<file path="src/rtl/kbd_pkg.sv">
package kbd_pkg;
    localparam int unsigned KBD_DATA_W = 16;
    localparam int unsigned KBD_ADDR_W = 16;
    localparam int unsigned KBD_IDX_W  = 4;
    localparam logic [15:0] KBD_BASE   = 16'h9000;

    typedef enum logic [1:0] {
        ACT_IDLE  = 2'd0,
        ACT_STORE = 2'd1,
        ACT_DROP  = 2'd2,
        ACT_RETRY = 2'd3
    } kbd_act_e;
endpackage

</file>
<file path="src/rtl/kbd_addr_decode.sv">
module kbd_addr_decode #(
    parameter int unsigned ADDR_W = kbd_pkg::KBD_ADDR_W,
    parameter int unsigned IDX_W  = kbd_pkg::KBD_IDX_W,
    parameter logic [ADDR_W-1:0] BASE = kbd_pkg::KBD_BASE
) (
    input  logic [ADDR_W-1:0] addr,
    output logic              hit,
    output logic [IDX_W-1:0]  idx
);
    localparam int unsigned TAG_W = ADDR_W - IDX_W;
    localparam logic [TAG_W-1:0] BASE_TAG = BASE[ADDR_W-1:IDX_W];

    always_comb begin
        hit = (addr[ADDR_W-1:IDX_W] == BASE_TAG);
        idx = addr[IDX_W-1:0];
    end

    initial begin
        if (BASE[IDX_W-1:0] != '0) $error("window base must be aligned to the window size");
    end
endmodule

</file>
<file path="src/rtl/kbd_slot_store.sv">
module kbd_slot_store #(
    parameter int unsigned DATA_W = kbd_pkg::KBD_DATA_W,
    parameter int unsigned IDX_W  = kbd_pkg::KBD_IDX_W,
    localparam int unsigned DEPTH = 1 << IDX_W
) (
    input  logic                          clk,
    input  logic                          rst_n,
    input  logic                          cpu_we,
    input  logic [IDX_W-1:0]              cpu_idx,
    input  logic [DATA_W-1:0]             cpu_data,
    input  logic                          dev_we,
    input  logic [IDX_W-1:0]              dev_idx,
    input  logic [DATA_W-1:0]             dev_data,
    output logic [DEPTH-1:0][DATA_W-1:0]  slots_q
);
    logic [DEPTH-1:0][DATA_W-1:0] slots_d;

    for (genvar g = 0; g < DEPTH; g++) begin : g_slot
        always_comb begin
            slots_d[g] = slots_q[g];
            if (cpu_we && (cpu_idx == IDX_W'(g))) begin
                slots_d[g] = cpu_data;
            end else if (dev_we && (dev_idx == IDX_W'(g))) begin
                slots_d[g] = dev_data;
            end
        end

        always_ff @(posedge clk or negedge rst_n) begin
            if (!rst_n) slots_q[g] <= '0;
            else        slots_q[g] <= slots_d[g];
        end
    end

    // a processor write always lands, even against a device store
    p_cpu_store_r7: assert property (@(posedge clk) disable iff (!rst_n)
        cpu_we |=> slots_q[$past(cpu_idx)] == $past(cpu_data));

    // a device store lands when the processor is elsewhere
    p_dev_store_r4: assert property (@(posedge clk) disable iff (!rst_n)
        (dev_we && !(cpu_we && cpu_idx == dev_idx)) |=> slots_q[$past(dev_idx)] == $past(dev_data));
endmodule

</file>
<file path="src/rtl/kbd_producer.sv">
module kbd_producer #(
    parameter int unsigned DATA_W = kbd_pkg::KBD_DATA_W,
    parameter int unsigned IDX_W  = kbd_pkg::KBD_IDX_W
) (
    input  logic              clk,
    input  logic              rst_n,
    input  logic              key_valid,
    input  logic [DATA_W-1:0] key_code,
    input  logic              cpu_we,
    input  logic [IDX_W-1:0]  cpu_idx,
    input  logic [DATA_W-1:0] cur_slot,
    output logic [IDX_W-1:0]  wr_idx,
    output logic              dev_we,
    output logic [DATA_W-1:0] dev_data,
    output logic              overflow
);
    import kbd_pkg::*;

    typedef struct packed {
        logic [IDX_W-1:0]  idx;
        logic              pend_v;
        logic [DATA_W-1:0] pend_d;
        logic              ovf;
    } prod_state_t;

    prod_state_t st_q, st_d;
    kbd_act_e    act;
    logic        in_v, src_v, collide, lost_in;
    logic [DATA_W-1:0] src_d;

    always_comb begin
        st_d    = st_q;
        in_v    = key_valid && (key_code != '0);
        src_v   = st_q.pend_v || in_v;
        src_d   = st_q.pend_v ? st_q.pend_d : key_code;
        collide = src_v && cpu_we && (cpu_idx == st_q.idx);
        lost_in = 1'b0;

        if (!src_v)                act = ACT_IDLE;
        else if (collide)          act = ACT_RETRY;
        else if (cur_slot != '0)   act = ACT_DROP;
        else                       act = ACT_STORE;

        st_d.pend_v = 1'b0;
        case (act)
            ACT_RETRY: begin
                st_d.pend_v = 1'b1;
                st_d.pend_d = src_d;
                lost_in     = st_q.pend_v && in_v;
            end
            ACT_STORE: begin
                st_d.idx = st_q.idx + 1'b1;
            end
            default: ;
        endcase

        if (act != ACT_RETRY && st_q.pend_v && in_v) begin
            st_d.pend_v = 1'b1;
            st_d.pend_d = key_code;
        end

        if (act == ACT_DROP || lost_in) st_d.ovf = 1'b1;

        dev_we   = (act == ACT_STORE);
        dev_data = src_d;
        wr_idx   = st_q.idx;
        overflow = st_q.ovf;
    end

    always_ff @(posedge clk or negedge rst_n) begin
        if (!rst_n) st_q <= '0;
        else        st_q <= st_d;
    end

    // the write position steps by exactly one after each store
    p_idx_step_r4: assert property (@(posedge clk) disable iff (!rst_n)
        dev_we |=> wr_idx == $past(wr_idx) + 1'b1);

    // without a store the write position holds
    p_idx_hold_r6: assert property (@(posedge clk) disable iff (!rst_n)
        !dev_we |=> $stable(wr_idx));

    // overflow is sticky
    p_ovf_sticky_r6: assert property (@(posedge clk) disable iff (!rst_n)
        overflow |=> overflow);

    // the empty marker is never stored by the device
    p_no_zero_store_r5: assert property (@(posedge clk) disable iff (!rst_n)
        dev_we |-> dev_data != '0);
endmodule

</file>
<file path="src/rtl/kbd_ring_window.sv">
module kbd_ring_window #(
    parameter int unsigned ADDR_W = kbd_pkg::KBD_ADDR_W,
    parameter int unsigned DATA_W = kbd_pkg::KBD_DATA_W,
    parameter int unsigned IDX_W  = kbd_pkg::KBD_IDX_W,
    parameter logic [ADDR_W-1:0] BASE = kbd_pkg::KBD_BASE
) (
    input  logic              clk,
    input  logic              rst_n,
    input  logic              key_valid,
    input  logic [DATA_W-1:0] key_code,
    input  logic [ADDR_W-1:0] cpu_addr,
    input  logic              cpu_wr,
    input  logic [DATA_W-1:0] cpu_wdata,
    output logic [DATA_W-1:0] cpu_rdata,
    output logic [ADDR_W-1:0] mem_addr,
    output logic              mem_wr,
    output logic [DATA_W-1:0] mem_wdata,
    input  logic [DATA_W-1:0] mem_rdata,
    output logic              key_overflow
);
    localparam int unsigned DEPTH = 1 << IDX_W;

    logic                         win_hit;
    logic [IDX_W-1:0]             win_idx;
    logic                         cpu_we_win;
    logic [DEPTH-1:0][DATA_W-1:0] slots;
    logic [IDX_W-1:0]             wr_idx;
    logic                         dev_we;
    logic [DATA_W-1:0]            dev_data;

    kbd_addr_decode #(.ADDR_W(ADDR_W), .IDX_W(IDX_W), .BASE(BASE)) i_decode (
        .addr (cpu_addr),
        .hit  (win_hit),
        .idx  (win_idx)
    );

    always_comb begin
        cpu_we_win = cpu_wr && win_hit;
        mem_addr   = cpu_addr;
        mem_wdata  = cpu_wdata;
        mem_wr     = cpu_wr && !win_hit;
        cpu_rdata  = win_hit ? slots[win_idx] : mem_rdata;
    end

    kbd_producer #(.DATA_W(DATA_W), .IDX_W(IDX_W)) i_producer (
        .clk       (clk),
        .rst_n     (rst_n),
        .key_valid (key_valid),
        .key_code  (key_code),
        .cpu_we    (cpu_we_win),
        .cpu_idx   (win_idx),
        .cur_slot  (slots[wr_idx]),
        .wr_idx    (wr_idx),
        .dev_we    (dev_we),
        .dev_data  (dev_data),
        .overflow  (key_overflow)
    );

    kbd_slot_store #(.DATA_W(DATA_W), .IDX_W(IDX_W)) i_store (
        .clk      (clk),
        .rst_n    (rst_n),
        .cpu_we   (cpu_we_win),
        .cpu_idx  (win_idx),
        .cpu_data (cpu_wdata),
        .dev_we   (dev_we),
        .dev_idx  (wr_idx),
        .dev_data (dev_data),
        .slots_q  (slots)
    );

    // traffic outside the window leaves the slots untouched
    p_outside_r3: assert property (@(posedge clk) disable iff (!rst_n)
        (!cpu_we_win && !dev_we) |=> $stable(slots));

    // window writes never reach main memory
    p_no_mem_wr_r2: assert property (@(posedge clk) disable iff (!rst_n)
        (cpu_wr && win_hit) |-> !mem_wr);

    // a device store only ever fills an empty slot
    p_no_overwrite_r6: assert property (@(posedge clk) disable iff (!rst_n)
        dev_we |-> slots[wr_idx] == '0);
endmodule

</file>
<file path="config.mk">
export PLATFORM = sky130hd
export DESIGN_NAME = kbd_ring_window
export DESIGN_NICKNAME = d
export VERILOG_FILES = /design/src/rtl/kbd_pkg.sv /design/src/rtl/kbd_addr_decode.sv /design/src/rtl/kbd_slot_store.sv /design/src/rtl/kbd_producer.sv /design/src/rtl/kbd_ring_window.sv
export SDC_FILE = /design/constraint.sdc
export NUM_CORES = 1
export LEC_CHECK = 0
export ABC_CLOCK_PERIOD_IN_PS = 6730
export BUFFER_PORTS_ARGS = -buffer_cell sky130_fd_sc_hd__buf_2
export CAP_MARGIN = 20
export CORE_MARGIN = 4
export CORE_UTILIZATION = 65
export CTS_CLUSTER_SIZE = 25
export DETAILED_ROUTE_END_ITERATION = 16
export PLACE_DENSITY_LB_ADDON = 0.15
export SYNTH_ARGS = -nofsm -noshare
export SYNTH_HDL_FRONTEND = slang
export SYNTH_SLANG_ARGS = --single-unit
export TNS_END_PERCENT = 20
</file>
<file path="constraint.sdc">
create_clock -name clk -period 6.73 [get_ports clk]
set_input_delay 0.3365 -clock clk [delete_from_list [all_inputs] [get_ports clk]]
set_output_delay 0.3365 -clock clk [all_outputs]
set_load 0.02 [all_outputs]
</file>
Word level (Yosys, flattened, before mapping):

Cells that the tools add are included.

* register bits after elaboration: 278
* latch bits: 0
* bits in writable memories: 0
* bits in read-only memories: 0
* output and inout bits: 50
* word-level logic and storage cells: 167
* memories kept: 0

* add/sub/neg operators: 1
* multiply operators: 0
* div/mod/pow operators: 0
* order comparisons: 2
* equality and inequality tests: 36
* shift-type cells: 0
* multiplexer cells: 44
* bitwise logic cells: 0
* reduce and logical (&&, ||, !) cells: 64

Operators with widths (count)
* $mux 16: 36
* $bmux 16 s4: 2
* $eq 4x4->1 const B: 16
* $logic_and 1x1->1: 40
* $mux 17: 2
* $reduce_bool 2->1: 17
* $eq 4x3->1 const B: 8
* $reduce_bool 16->1: 2
* $eq 4x2->1 const B: 4
* $eq 12x12->1 const B: 1
* $lt 4x5->1 const B: 2
* $eq 4x1->1 const B: 2
* $logic_not 4->1: 2
* $mux 2: 3
* $add 4x1->4 const B: 1
* $eq 2x2->1 const B: 2
* $eq 4x4->1: 1
* $eq 2x1->1 const B: 1
* $logic_or 1x1->1: 2
* $ne 2x2->1 const B: 1
* $logic_not 1->1: 1
* $mux 1: 1

Depth between registers and ports, before layout:

Gate-level depths: netlist (run 1).

* word-level depth: 11
* gate-level depth with buffers: 14
* mapped depth without buffers: 8

Modules after synthesis:

From an unflattened synthesis (run 1), not the netlist that was laid out.

* cell total of the unflattened synthesis: 1994
* area, all modules: 19019.5 µm²

By module, submodules not included
* kbd_slot_store: instances 1, cells each 1593, area each 13190.2 µm²
* kbd_ring_window: instances 1, cells each 289, area each 4426.7 µm²
* kbd_producer: instances 1, cells each 104, area each 1343.8 µm²
* kbd_addr_decode: instances 1, cells each 8, area each 58.8 µm²

Worst setup path before layout (run 1):

Ideal clock, no wire load.

* kind: input to output
* start point: input cpu_addr[0]
* end point: output cpu_rdata[1]
* data arrival time: 2.901 ns
* path slack: 3.492 ns
* stages on the path: 6
* cells stage by stage: clkbuf_1 > buf_1 > buf_1 > mux4_2 > mux4_2 > mux2_2

* cells in the longest elaborated chain, start to end: 3

RTL lines
* from (decl): line kbd_ring_window.sv:11 `input logic [ADDR_W-1:0] cpu_addr,`
* $bmux 16 s4: line kbd_ring_window.sv:42 `cpu_rdata = win_hit ? slots[win_idx] : mem_rdata;`
* $mux 16 (not written as such): line kbd_ring_window.sv:42
* $mux 16: line kbd_ring_window.sv:42
* to (decl): line kbd_ring_window.sv:14 `output logic [DATA_W-1:0] cpu_rdata,`

No other way between the ends. The select of a mux whose other input is x is not followed.

Final worst setup path (run 1):

* start point: register i_producer.st_q, in the netlist i_producer.wr_idx[0]
* end point: register i_store.slots_q[212] (netlist bit)

* cells in the longest elaborated chain, start to end: 9
* elaborated cells on any way between the ends: 12
* classes of those cells: 3 x eq/ne; 5 x mux; 4 x reduce/logical

RTL lines
* from (decl): line kbd_producer.sv:26 `prod_state_t st_q, st_d;`
* from (signal assigned): line kbd_producer.sv:72 `else st_q <= st_d;`
* $bmux 16 s4: line kbd_ring_window.sv:52 `.cur_slot (slots[wr_idx]),`
* $mux 16 (not written as such): line kbd_ring_window.sv:52
* $reduce_bool 16->1: line kbd_producer.sv:41 `else if (cur_slot != '0) act = ACT_DROP;`
* $mux 2: line kbd_producer.sv:41
* $mux 2: line kbd_producer.sv:40 `else if (collide) act = ACT_RETRY;`
* $mux 2: line kbd_producer.sv:39 `if (!src_v) act = ACT_IDLE;`
* $eq 2x1->1: line kbd_producer.sv:64 `dev_we = (act == ACT_STORE);`
* $logic_and 1x1->1 (*): line kbd_slot_store.sv:23 `end else if (dev_we && (dev_idx == IDX_W'(g))) begin`
* $reduce_bool 2->1 (no source line) (*)
* to (signal, indexed assignment): line kbd_slot_store.sv:30 `else slots_q[g] <= slots_d[g];`
* to (decl): line kbd_slot_store.sv:14 `output logic [DEPTH-1:0][DATA_W-1:0] slots_q`

Mark *: on every way between the ends. The rest lies on a longest branch, timed or not. The select of a mux whose other input is x is not followed.
A chain may end at the register's enable or synchronous reset.

==> metrics.txt, run 1 <==
pin count of the biggest net entering global routing ~160; CORE AREA 26100 um^2; Syn. warnings 0; layout cells sized above 1 about a quarter; Mapped Nets 1761; Worst Skew ~0.017 ns; first drt pass iteration count 7; critical path type flip-flop to flip-flop; area delta synth->final 8.87%; Max-slew headroom roughly a quarter; reg2reg start i_producer.wr_idx[0]; CTS root buf clkbuf_16; most frequent cells in the layout dfrtp_1 (277), nand2_1 (255), o21ai_0 (229); Max stage delay cell, worst path dfrtp_2; crit start category flip-flop; ranking of synthesized cells by area dfrtp_1 (40%), mux2i_1 (13%), mux4_2 (11%); Final #Nets 1766; clk_lat worst skew ~0.58 ns; Yosys reg bits about 280; crit-path cells inv_1 -> a2111oi_0 -> a31oi_1 -> o311ai_4 -> nand4_2 -> mux2i_1 -> o21ai_0; count of cell types in the netlist 63; crit path time final between 4 and 5 ns; via-per-instance ratio 7.15; clk buf depth 3; Final setup viols 0; total CTS buffers 31; first-pass GRT wire length roughly 88000 um; drc violations 0; dpl ws between 2 and 2.5 ns; GR Util All Layers approximately two fifths; Starting Density 66.1%; FF+latch area roughly 7000 um^2; Slew @ Worst Pin around 1.1 ns; Hold Path Class primary input to flip-flop; final hold violation count 0; GR Overflow Total 0; H-tree levels 1; post-DP HPWL 38500 um; Cell Rows between 50 and 60; Setup WS post-layout 1.86 ns; CP required just over 7 ns; hold path startpoint key_code[11]; CP Capture Type flip-flop; Seq/Total Area, Yosys 40.3%; maximum vdd drop approximately 270 uV; Die Area 29300 um^2; CTS clk-pin slew, worst paths about 0.060 ns; vias in the first global route roughly 14000; Via Count about 15000; TritonCTS clock tree yes; EDFF count, synth 0; cts repair resizes 0; ys async rst share 100%; CTS Sinks about 280; Synth Flop Type dfrtp_1; Post-CTS Setup Inserts 0; setup_tns 0 ns; RSZ-0062 raised after global routing no; Die X roughly 170 um; status finished, final reports clean; fmax ~210 MHz; fillers roughly 1900; Max Slew Vio Count 0; Worst EP arrival 5.32 ns; Max-Cap Viols 0; period utilization 72.4%; Routed WL per cell 28.3 um; mapped cell area 17300 um^2; Routed WL just under 60000 um; commonest non-fill, non-tap cell in the layout dfrtp_1; crit path max fanout 42; Detail Route Antenna Nets 0; top cell type's share of synthesized area between 40% and 50%; placer congestion estimate roughly 1; Multi-input gate area roughly 9500 um^2; Yosys top cell by area dfrtp_1; Cells after Synth approximately 1700; Power Dens Cells between 300 and 400 nW/um^2; Mean Syn Cell Area 10.2 um^2; initial antenna violation count 4; port buffer count around 120; hold buffer count at cts 1; CP startpoint i_producer.wr_idx[0]; Die Y-Extent around 170 um; Iteration-0 DRC Markers between 2000 and 2500; leakage 9.19 nW; Worst path max stage delay approximately 1.0 ns; I/O pin cnt around 120
## path summary, 6_finish.rpt
kind                                         to  slack [ns]  depth (start not counted)
setup reg to reg           i_store.slots_q[212]        1.86                          7
max in group asynchronous  i_store.slots_q[246]        4.88                          3
min in group asynchronous  i_store.slots_q[130]        0.42                          2
hold reg to reg             i_producer.overflow        0.48                          2
hold / removal              i_producer.st_q[12]        0.02                          2
setup / recovery           i_store.slots_q[212]        1.86                          7
## critical path: cells and delay by family (launching register included)
family | cells | cell delay, ns
AOI/OAI and AO/OA | 4 | 1.71
DFF | 1 | 1.01
and+or+nand+nor | 1 | 0.95
buffers and inverters | 1 | 0.60
muxes | 1 | 0.44
## through the flow
step	util, %	cell area, um^2	instances	power [mW]	hold slack [ns]
after detailed placement	67.9	17700	1994	4.96	0.474
after global placement	67.8	17700	1993	4.88	0.466
after floorplan	-	17300	1689	4.18	0.0409
final	72.0	18800	2054	6.79	0.0243
after global routing	72.0	18800	2052	7.06	0.0281
after CTS	71.9	18800	2051	6.69	0.0128
## cells in the mapped netlist (all sizes together), types with 2 or more instances
cell,number
ha,4
or2,4
a21oi,14
xor2,4
a2111oi,3
nor2,55
nor4b,2
nand2,255
dfrtp,278
a22oi,4
a31oi,4
and3,8
o21ai,230
o41ai,2
nor3,64
xnor2,4
and4,2
o311ai,5
nand2b,6
o211ai,3
nand3b,20
clkbuf,100
or4,4
nor3b,4
buf,73
mux2,81
a211oi,16
or3,6
o22ai,8
nand4,9
mux2i,227
inv,7
nor4,24
nand3,55
and2,3
mux4,84
o31ai,5
## area by class of cell
type                            count  share of cell area [%]
Inverter                            8                   0.160
Clock buffer                       49                    5.23
Sequential cell                   278                    37.0
Clock inverter                      7                   0.372
Antenna cell                        2                  0.0266
Tap cell                          335                    2.23
Timing Repair Buffer              145                    4.45
Multi-Input combinational cell   1230                    50.6
## per-layer routing
metal / global-route usage [%] / vias up / part of all wire, %
met2: 57.9 / 1157 / 43
met5: 0 / - / 0.045
met4: 20.0 / 4 / 6.4
met3: 12.6 / 246 / 14
li1: - / 6175 / -
met1: 54.6 / 7099 / 37
## sequential cells by signal, summed over array words and instances, names as in the netlist
name,cells
i_producer.overflow,1
i_producer.wr_idx,4
i_producer.st_q,17
i_store.slots_q,256
## cells by family (layout without fill, tap and decap cells)
kind of cell    count (synthesis)  count (layout)  share of synthesized area (%)
simple gates                  524             524                           14.5
mux                           392             392                           29.6
buf+inv                       181             209                           5.08
other cells                     0               2                              0
fa+ha+maj                       5               5                          0.348
xor+xnor                        8               8                          0.405
flops                         278             278                           40.3
compound gates                301             301                           9.82
## power by group
part           switching (mW)  leakage, nW  internal [mW]
sequential              0.516         3.78           2.11
combinational            1.44         4.89          0.984
clock                   0.711        0.522           1.03
total                    2.66         9.19           4.13
Note: power is estimated with default switching activity, not from simulation.
==> run 2: changes to the inputs <==
--- a/config.mk
+++ b/config.mk
@@ -5,11 +5,11 @@
 export SDC_FILE = /design/constraint.sdc
 export NUM_CORES = 1
 export LEC_CHECK = 0
-export ABC_CLOCK_PERIOD_IN_PS = 6730
+export ABC_CLOCK_PERIOD_IN_PS = 5030
 export BUFFER_PORTS_ARGS = -buffer_cell sky130_fd_sc_hd__buf_2
 export CAP_MARGIN = 20
 export CORE_MARGIN = 4
-export CORE_UTILIZATION = 65
+export CORE_UTILIZATION = 62
 export CTS_CLUSTER_SIZE = 25
 export DETAILED_ROUTE_END_ITERATION = 16
 export PLACE_DENSITY_LB_ADDON = 0.15
==> constraint.sdc (replaced) <==
create_clock -name clk -period 5.03 [get_ports clk]
set_input_delay 0.2515 -clock clk [delete_from_list [all_inputs] [get_ports clk]]
set_output_delay 0.2515 -clock clk [all_outputs]
set_load 0.02 [all_outputs]
==> run 2 against run 1 <==
Combinational power grew 38%. Die area grew 4.6%. Via count grew 0.82%. Clock skew shrank 0.0018 ns. Register-to-register slack lost 1.2 ns. Clock power grew 34%. Global-route usage shrank 0.70 points. Cell area grew 1.4%. Routed wire length grew 4.0%. Power grew 35%.
==> metrics.txt, run 2 (synthesized netlist as in run 1, its figures left out) <==
final instance area about 19000 um^2; CP required about 5.5 ns; crit path time final 4.33 ns; clk buf depth 3; first drt pass iteration count 6; cts repair resizes 0; Max Slew Vio Count 0; Worst Skew roughly 0.015 ns; Routed WL per cell approximately 29 um; most frequent cells in the layout dfrtp_1 (277), nand2_1 (255), o21ai_0 (229); antenna cells 0; Worst Setup EP i_store.slots_q[105]; critical path type flip-flop to flip-flop; setup_tns 0 ns; drc violations 0; total CTS buffers 31; via-per-instance ratio 6.99; CORE AREA roughly 27000 um^2; CP startpoint i_producer.wr_idx[0]; period utilization a little under nine tenths; layout cells sized above 1 23.7%; Final setup viols 0; fmax ~230 MHz; Largest register FFs 256; Slew @ Worst Pin around 1.1 ns; area delta synth->final 10.4%; final hold violation count 0; placer congestion estimate around 1.1; pin count of the biggest net entering global routing between 100 and 150; reg2reg end i_store.slots_q[105]; reg2reg start i_producer.wr_idx[0]; GR Overflow Total 0; dpl cell area about 18000 um^2; Die Area ~31000 um^2; CTS root buf clkbuf_16; GR Util All Layers 39.2%; Max-slew headroom between 20% and 30%; Hold Path Class primary input to flip-flop; status finished, final reports clean; commonest non-fill, non-tap cell in the layout dfrtp_1; Die Y-Extent between 150 and 200 um; Final #Nets roughly 1800; port buffer count 117; first-pass GRT wire length slightly above 90000 um; Worst EP arrival 4.76 ns; post-DP HPWL 40400 um; vias in the first global route approximately 14000; RSZ-0062 raised after global routing no; H-tree levels 1; Iteration-0 DRC Markers 2217; Routed WL roughly 60000 um; crit path max fanout 17; crit start category flip-flop; Via Count 14800; Detail Route Antenna Nets 0; CTS Sinks roughly 280; leakage 9.30 nW; reg2reg setup slack 0.70 ns; Die X approximately 170 um; clk_lat worst skew 0.57 ns; Largest Register i_store.slots_q; I/O pin cnt ~120; initial antenna violation count 1; Max-Cap Viols 0; TritonCTS clock tree yes; Starting Density 63.6%; CTS clk-pin slew, worst paths about 0.060 ns; CP Capture Type flip-flop; Cell Rows 60; Power Dens Cells 479 nW/um^2; maximum vdd drop between 300 and 400 uV; R2R depth 8
==> run 2: power by group <==
part / switching (mW) / total, mW / internal, mW / leakage (nW)
clock network: 0.979 / 2.34 / 1.36 / 0.505
logic: 1.99 / 3.33 / 1.34 / 5.01
registers: 0.656 / 3.48 / 2.83 / 3.78
total: 3.62 / 9.15 / 5.53 / 9.30
==> run 2: worst min-delay path by stage <==
stage | endpoint | slack [ns] | from | cells after the start
after floorplan | i_producer.overflow | -0.04 | rst_n | 0
after global placement | i_store.slots_q[132] | 0.25 | rst_n | 1
after global routing | i_store.slots_q[17] | 0.12 | cpu_wdata[1] | 3
after CTS | i_store.slots_q[173] | 0.10 | cpu_wdata[13] | 3
final | i_store.slots_q[160] | 0.11 | cpu_wdata[0] | 3
after detailed placement | i_store.slots_q[132] | 0.25 | rst_n | 1
==> run 2: per-stage QoR <==
stage | setup WS [ns] | std cells | util [%] | hold WS, ns | power [mW]
6_report | 0.697 | 2118 | 70.2 | 0.114 | 9.15
5_1_grt | 0.488 | 2118 | 70.2 | 0.117 | 9.54
4_1_cts | 0.791 | 2117 | 70.2 | 0.100 | 9.02
3_5_place_dp | 0.789 | 2042 | 65.8 | 0.250 | 6.70
3_3_place_gp | 0.910 | 2040 | 65.7 | 0.251 | 6.61
2_1_floorplan | 1.86 | 1689 | - | -0.0441 | 5.59
==> run 2: final cells by class <==
| cell class | count | area [um^2] |
|---|---|---|
| multi-input combinational | 1230 | 9510 |
| fill | 2068 | 8090 |
| sequential | 278 | 6960 |
| timing repair buffer | 172 | 1080 |
| clock buffer | 43 | 871 |
| tap | 372 | 465 |
| clock inverter | 15 | 165 |
| inverter | 8 | 30.0 |
==> run 2: what timing repair did <==
action                    CTS  global route
hold endpoints to repair   87             0
hold buffers               17             0
setup buffers               0             0
==> run 2: worst max-delay path, stage by stage (launching register included) <==
cell       delay, ns
dfrtp_2         0.59
buf_4           0.32
inv_1           0.31
a2111oi_0       0.44
a31oi_1         0.20
o311ai_4        0.92
nand3_2         0.91
mux2i_1         0.37
o21ai_0         0.12
==> run 2: per-layer routing <==
layer,routed length [um],share of wire [%],up-vias,track usage [%]
met5,0,0,-,0
met4,3050,5.1,0,15.9
met3,7740,13,194,8.78
met2,26400,44,1082,59.2
met1,23100,38,7302,55.6
li1,-,-,6224,-
